[src/rtl/ccr_pkg.sv]
package ccr_pkg;

    typedef enum logic [2:0] {
        OP_KEEP   = 3'd0,
        OP_LDST   = 3'd1,
        OP_ARITH  = 3'd2,
        OP_MULDIV = 3'd3,
        OP_SHIFT  = 3'd4,
        OP_WRITE  = 3'd5
    } ccr_op_e;

    typedef struct packed {
        logic s;
        logic x;
        logic h;
        logic i;
        logic n;
        logic z;
        logic v;
        logic c;
    } ccr_t;

    localparam ccr_t CCR_RESET = '{s: 1'b1, x: 1'b1, h: 1'b0, i: 1'b1,
                                   n: 1'b0, z: 1'b0, v: 1'b0, c: 1'b0};

endpackage

[src/rtl/ccr_result_flags.sv]
module ccr_result_flags #(
    parameter int DATA_W = 8
) (
    input  logic [DATA_W-1:0] res_i,
    output logic              neg_o,
    output logic              zero_o
);
    localparam int MSB = DATA_W - 1;

    always_comb begin
        neg_o  = res_i[MSB];
        zero_o = (res_i == '0);
    end
endmodule

[src/rtl/ccr_wr_filter.sv]
module ccr_wr_filter
    import ccr_pkg::*;
(
    input  ccr_t cur_i,
    input  ccr_t wr_i,
    output ccr_t out_o
);
    always_comb begin
        out_o   = wr_i;
        // the non-maskable mask may be released by software but never re-armed
        out_o.x = wr_i.x & cur_i.x;
    end
endmodule

[src/rtl/ccr_update.sv]
module ccr_update
    import ccr_pkg::*;
#(
    parameter int DATA_W = 8
) (
    input  logic              clk,
    input  logic              rst_n,
    input  logic [2:0]        op_i,
    input  logic [DATA_W-1:0] res_i,
    input  logic              carry_i,
    input  logic              ovf_i,
    input  logic              half_i,
    input  logic [7:0]        wr_data_i,
    output logic [7:0]        ccr_o
);
    ccr_t ccr_d, ccr_q, wr_filt;
    logic neg, zero;

    ccr_result_flags #(.DATA_W(DATA_W)) i_flags (
        .res_i (res_i),
        .neg_o (neg),
        .zero_o(zero)
    );

    ccr_wr_filter i_wr_filter (
        .cur_i(ccr_q),
        .wr_i (ccr_t'(wr_data_i)),
        .out_o(wr_filt)
    );

    always_comb begin
        ccr_d = ccr_q;
        case (op_i)
            OP_LDST: begin
                ccr_d.n = neg;
                ccr_d.z = zero;
                ccr_d.v = 1'b0;
            end
            OP_ARITH: begin
                ccr_d.h = half_i;
                ccr_d.n = neg;
                ccr_d.z = zero;
                ccr_d.v = ovf_i;
                ccr_d.c = carry_i;
            end
            OP_MULDIV: begin
                ccr_d.z = zero;
                ccr_d.c = carry_i;
            end
            OP_SHIFT: begin
                ccr_d.n = neg;
                ccr_d.z = zero;
                ccr_d.c = carry_i;
                ccr_d.v = neg ^ carry_i;
            end
            OP_WRITE: ccr_d = wr_filt;
            default:  ccr_d = ccr_q;
        endcase
    end

    always_ff @(posedge clk) begin
        if (!rst_n) ccr_q <= CCR_RESET;
        else        ccr_q <= ccr_d;
    end

    assign ccr_o = ccr_q;
endmodule

[config.mk]
export PLATFORM = sky130hd
export DESIGN_NAME = ccr_update
export DESIGN_NICKNAME = d
export VERILOG_FILES = /design/src/rtl/ccr_pkg.sv /design/src/rtl/ccr_result_flags.sv /design/src/rtl/ccr_wr_filter.sv /design/src/rtl/ccr_update.sv
export SDC_FILE = /design/constraint.sdc
export NUM_CORES = 1
export LEC_CHECK = 0
export ABC_AREA = 1
export BUFFER_PORTS_ARGS = -buffer_cell sky130_fd_sc_hd__buf_2
export CAP_MARGIN = 0
export CORE_AREA = 5 5 42 44
export CTS_CLUSTER_DIAMETER = 100
export DETAILED_ROUTE_END_ITERATION = 16
export DIE_AREA = 0 0 47 49
export MAX_ROUTING_LAYER = met4
export PLACE_DENSITY = 0.76
export RECOVER_POWER = 100
export SETUP_SLACK_MARGIN = 0.15
export SYNTH_ARGS = -nofsm -noshare
export SYNTH_HDL_FRONTEND = slang
export SYNTH_SLANG_ARGS = --single-unit
[constraint.sdc]
create_clock -name clk -period 1.8 [get_ports clk]
set_input_delay 0 -clock clk [delete_from_list [all_inputs] [get_ports clk]]
set_output_delay 0 -clock clk [all_outputs]
set_load 0.01 [all_outputs]
======== After elaboration in Yosys (flattened, before gate mapping) ========
Index checks and enable logic that the tools add are counted.
storage, ports and cells
  bits in registers ....................... 8
  output and inout port bits .............. 8
  logic and storage cells ................. 29
cells by class
  bitwise logic cells ..................... 2
  muxes and demuxes ....................... 5
  reductions and logical operators ........ 9
  eq/ne operators ......................... 5
operator list
  cell                  number
  $logic_not A8 Y1      1
  $pmux W1 S2           4
  $reduce_bool A2 Y1    4
  $eq A3 B2 Y1 const B  2
  $eq A3 B3 Y1 const B  2
  $reduce_or A3 Y1      2
  $pmux W1 S4           1
  $reduce_bool A4 Y1    1
  $reduce_or A4 Y1      1
  $eq A3 B1 Y1 const B  1
  $and A1 B1 Y1         1
  $xor A1 B1 Y1         1

======== Logic depth before layout (Yosys ltp) ========
  depth after elaboration ................. 3
  gate-level depth with buffers ........... 8
  gate-level depth less buffers ........... 8

======== Cells and area by module ========
From an unflattened synthesis, not the netlist that was laid out.
unflattened totals
  cells, all modules ...................... 99
  area total of the unflattened synthesis .. 594.3 µm²
modules (own cells, without submodules)
  module            cells each  instances  seq. area each (µm²)  area an instance (µm²)
  ccr_update        82          1          160.2                 500.5
  ccr_wr_filter     9           1          0.0                   60.1
  ccr_result_flags  8           1          0.0                   33.8

======== Least setup slack after synthesis ========
Ideal clock, no wire load.
  kind .................................... input to register
  from .................................... in op_i[1]
  to ...................................... reg ccr_q, in the netlist ccr_o[0]
  buffers on the path ..................... 0
  stages .................................. 5
  library setup time ...................... 0.109 ns
  arrival ................................. 0.585 ns
  path slack .............................. 1.106 ns
  path through ............................ inv_1 > ha_1 > nand3b_1 > nand2_1 > inv_1
on the way
  longest elaborated chain between the ends .. 3
RTL lines
  what                                                      line              RTL
  start: declaration                                        ccr_update.sv:8   input logic [2:0] op_i,
  $eq A3 B3 Y1 / $eq A3 B2 Y1 (equally long branches)       ccr_update.sv:33  case (op_i)
  $reduce_or A3 Y1 (no line)                                n/a
  $pmux W1 S2 / $reduce_bool A2 Y1 (equally long branches)  n/a
  end signal: assignment                                    ccr_update.sv:63  else ccr_q <= ccr_d;
  end: declaration                                          ccr_update.sv:16  ccr_t ccr_d, ccr_q, wr_filt;
Parallel ways exist; a longest one is shown, timed or not.
A chain may end at the register's enable or synchronous reset.

======== Final worst setup path ========
  from .................................... reg ccr_q, in the netlist ccr_o[0]
  to ...................................... out ccr_o[0]
RTL lines
  what              line              RTL
  end: declaration  ccr_update.sv:14  output logic [7:0] ccr_o
No word-level cell between the ends.

==> summary.txt <==
Hold path
  – Hold WC Path Type: primary input to flop
  – Cell count of the worst hold path: 2
  – Hold Path End: ccr_o[6]
  – Hold Crit Start: rst_n

Clock tree
  – Clock root buffer: clkbuf_4
  – Clk_lat worst skew: 0.25 ns
  – CTS tree: built
  – TritonCTS Buffers: 3
  – Clock transition at the registers of the reported paths: 0.05 ns
  – Resized cells post-CTS: 0
  – H-tree levels: 1
  – CTS sink cnt: 8
  – CTS Buffer Depth: 2

Synth
  – Yosys top cell by area: dfxtp_1
  – Register bit total from synthesis: 8
  – Post-synth EDFFs: 0
  – Synth Instances: 87
  – Top-area cell type share of the netlist area: 31.8%
  – Syn. warnings: 0
  – Asr flop ratio synth: 0%
  – Mapped Nets: 112
  – Synth cell types: 15
  – Sequential area share after synthesis: 31.8%
  – Avg Cell Area, Syn: 5.80 µm²
  – Top cells by area, synth: dfxtp_1 (32%), nand2_1 (25%), nor2_1 (12%), inv_1 (8.9%), nand3_1 (6.0%)
  – Top-count cell post-synth: nand2_1
  – Ys flop type: dfxtp_1
  – Commonest cells post-synth: nand2_1 (33), nor2_1 (16), inv_1 (12)
  – Mapped cell area: 504 µm²

STA
  – TNS Setup: 0 ns
  – Clock Skew: 0 ns
  – Max-slew violation count: 0
  – Max_slew headroom: 86.0%
  – Min Tclk post-route: 0.750 ns
  – Final setup fails: 0
  – Tcrit/Tclk final: 41.7%
  – Final hold vios: 0
  – RSZ-0062 raised after global routing: no
  – Worst slew pin tran: 0.210 ns
  – Max Clk Rate: 1.33 GHz

Worst setup path
  – Reg2Reg Depth: 4
  – WP buf/inv: 1
  – CP Class: flop to output pin
  – Critical path required time: 1.80 ns
  – Crit path max fanout: 2
  – Largest stage delay on the critical path: 0.34 ns
  – Setup crit end kind: output pin
  – Crit path DAT: 0.75 ns
  – Worst flop-to-flop path startpoint: ccr_o[0]
  – CP Cell Sequence: clkbuf_1
  – R2r endpoint: ccr_o[0]
  – Critical-path top delay cell: dfxtp_1
  – R2R setup slack: 1.14 ns
  – Top delay family on crit path: flip-flops
  – CP Launch Type: flop

Placement
  – IO Port Bufs: 31
  – GP Congestion: 0.754
  – Placed cells: 134
  – Post-detail-place hpwl: 1.11 mm

Drt
  – Post-DRT Antenna Nets: 0
  – DR pass1 iterations: 2
  – Initial drt markers: 12
  – Total number of vias: 628
  – Total Routed Length: 1.35 mm
  – Wire per inst: 9.63 µm
  – DR DRC count: 0
  – Vias per cell: 4.49

Power and ir drop
  – Gate power share: 25.7%
  – Clk pwr share: 29.9%
  – P_leak: 0.000411 µW
  – Power density over the cells: 613 nW/µm²
  – Part of the power in registers: 44.3%
  – Max rail drop VDD: 0.000407 V
  – P_sw: 125 µW
  – Sw frac: 28.3%
  – Int Power: 317 µW

Status
  – Status: finished, final reports clean

GRT
  – Largest net degree at the start of global routing: 9
  – Vias in the first global route: 566
  – Total track usage: 13.6%
  – Global route overflow: 0
  – Initial antenna violation count: 0
  – First-pass GRT wire length: 2.23 mm

Cells and area
  – Proportion of layout cells with a drive suffix above 1: 24.2%
  – Final core occ: 51.5%
  – Diodes inserted: 0
  – P&R area growth vs syn: 43.2%
  – Max FFs per register: 8
  – Final #Nets: 151
  – Final cell count without fillers: 140

Run
  – Max cap viols: 0

Floorplan
  – Die W: 47 µm
  – Core area: 1400 µm²
  – Die area: 2300 µm²
  – I/O pin cnt: 32
  – Die Y: 49 µm
  – Initial Utilization: 36.0%
  – Rows: 14
[metrics by stage]
| stage | setup WS, ns | power (µW) | hold slack (ns) | instance area, µm² |
|---|---|---|---|---|
| floorplan | 1.11 | 260 | 0.0690 | 504 |
| global placement | 0.926 | 310 | 0.214 | 679 |
| detailed placement | 0.926 | 313 | 0.225 | 679 |
| CTS | 1.06 | 456 | 0.00751 | 732 |
| global route | 0.995 | 482 | 0.0195 | 722 |
| finish | 1.05 | 443 | 0.00836 | 722 |
[layout by cell type, fill, tap and decap left out, types with 3 or more instances in the layout]
| cell | Yosys | routed |
|---|---|---|
| buf_2 | 0 | 23 |
| clkbuf_1 | 0 | 8 |
| clkbuf_4 | 0 | 3 |
| dfxtp_1 | 8 | 8 |
| dlygate4sd3_1 | 0 | 3 |
| inv_1 | 12 | 13 |
| nand2_1 | 33 | 33 |
| nand3_1 | 6 | 6 |
| nor2_1 | 16 | 16 |
[worst max-delay path by stage]
stage	from	endpoint	slack, ns	cells past startpoint
floorplan	op_i[1]	ccr_o[0]	1.11	5
global placement	op_i[2]	ccr_o[3]	0.93	7
detailed placement	op_i[2]	ccr_o[3]	0.93	7
CTS	ccr_o[0]	ccr_o[0]	1.06	1
global route	ccr_o[4]	ccr_o[4]	0.99	1
finish	ccr_o[0]	ccr_o[0]	1.05	1
[kinds of logic after synthesis]
kind of cell | count (synthesis) | synth area share, %
adders and majority gates | 1 | 2.48
DFF | 8 | 31.8
and+or+nand+nor | 61 | 52.1
buffers and inverters | 13 | 9.68
AOI/OAI and AO/OA | 4 | 3.97
[per-layer routing]
metal | up-vias | share of wire, % | GRT usage, %
met5 | - | 0 | -
met4 | 0 | 1.0 | 5.99
met3 | 2 | 7.3 | 4.43
met2 | 24 | 45 | 19.9
met1 | 263 | 47 | 16.5
li1 | 339 | - | -
[power groups by stage]
stage	Sequential, µW	Clock (µW)	Combinational, µW
after floorplan	205	0	54.5
after global placement	199	0	111
after detailed placement	199	0	113
after CTS	196	142	118
after global routing	197	154	131
final	196	133	114
[cell type report]
class / count / area [µm²]
clock buffer: 3 / 22.5
fill: 157 / 679
inverter: 13 / 48.8
multi-input combinational: 66 / 295
sequential: 8 / 160
tap: 16 / 20.0
timing repair buffer: 34 / 175
[timing repair]
action,in CTS,in global routing
hold buffers,3,0
buffers inserted,0,0
endpoints found under the hold margin,3,0
Power figures use the tool's default switching activity.
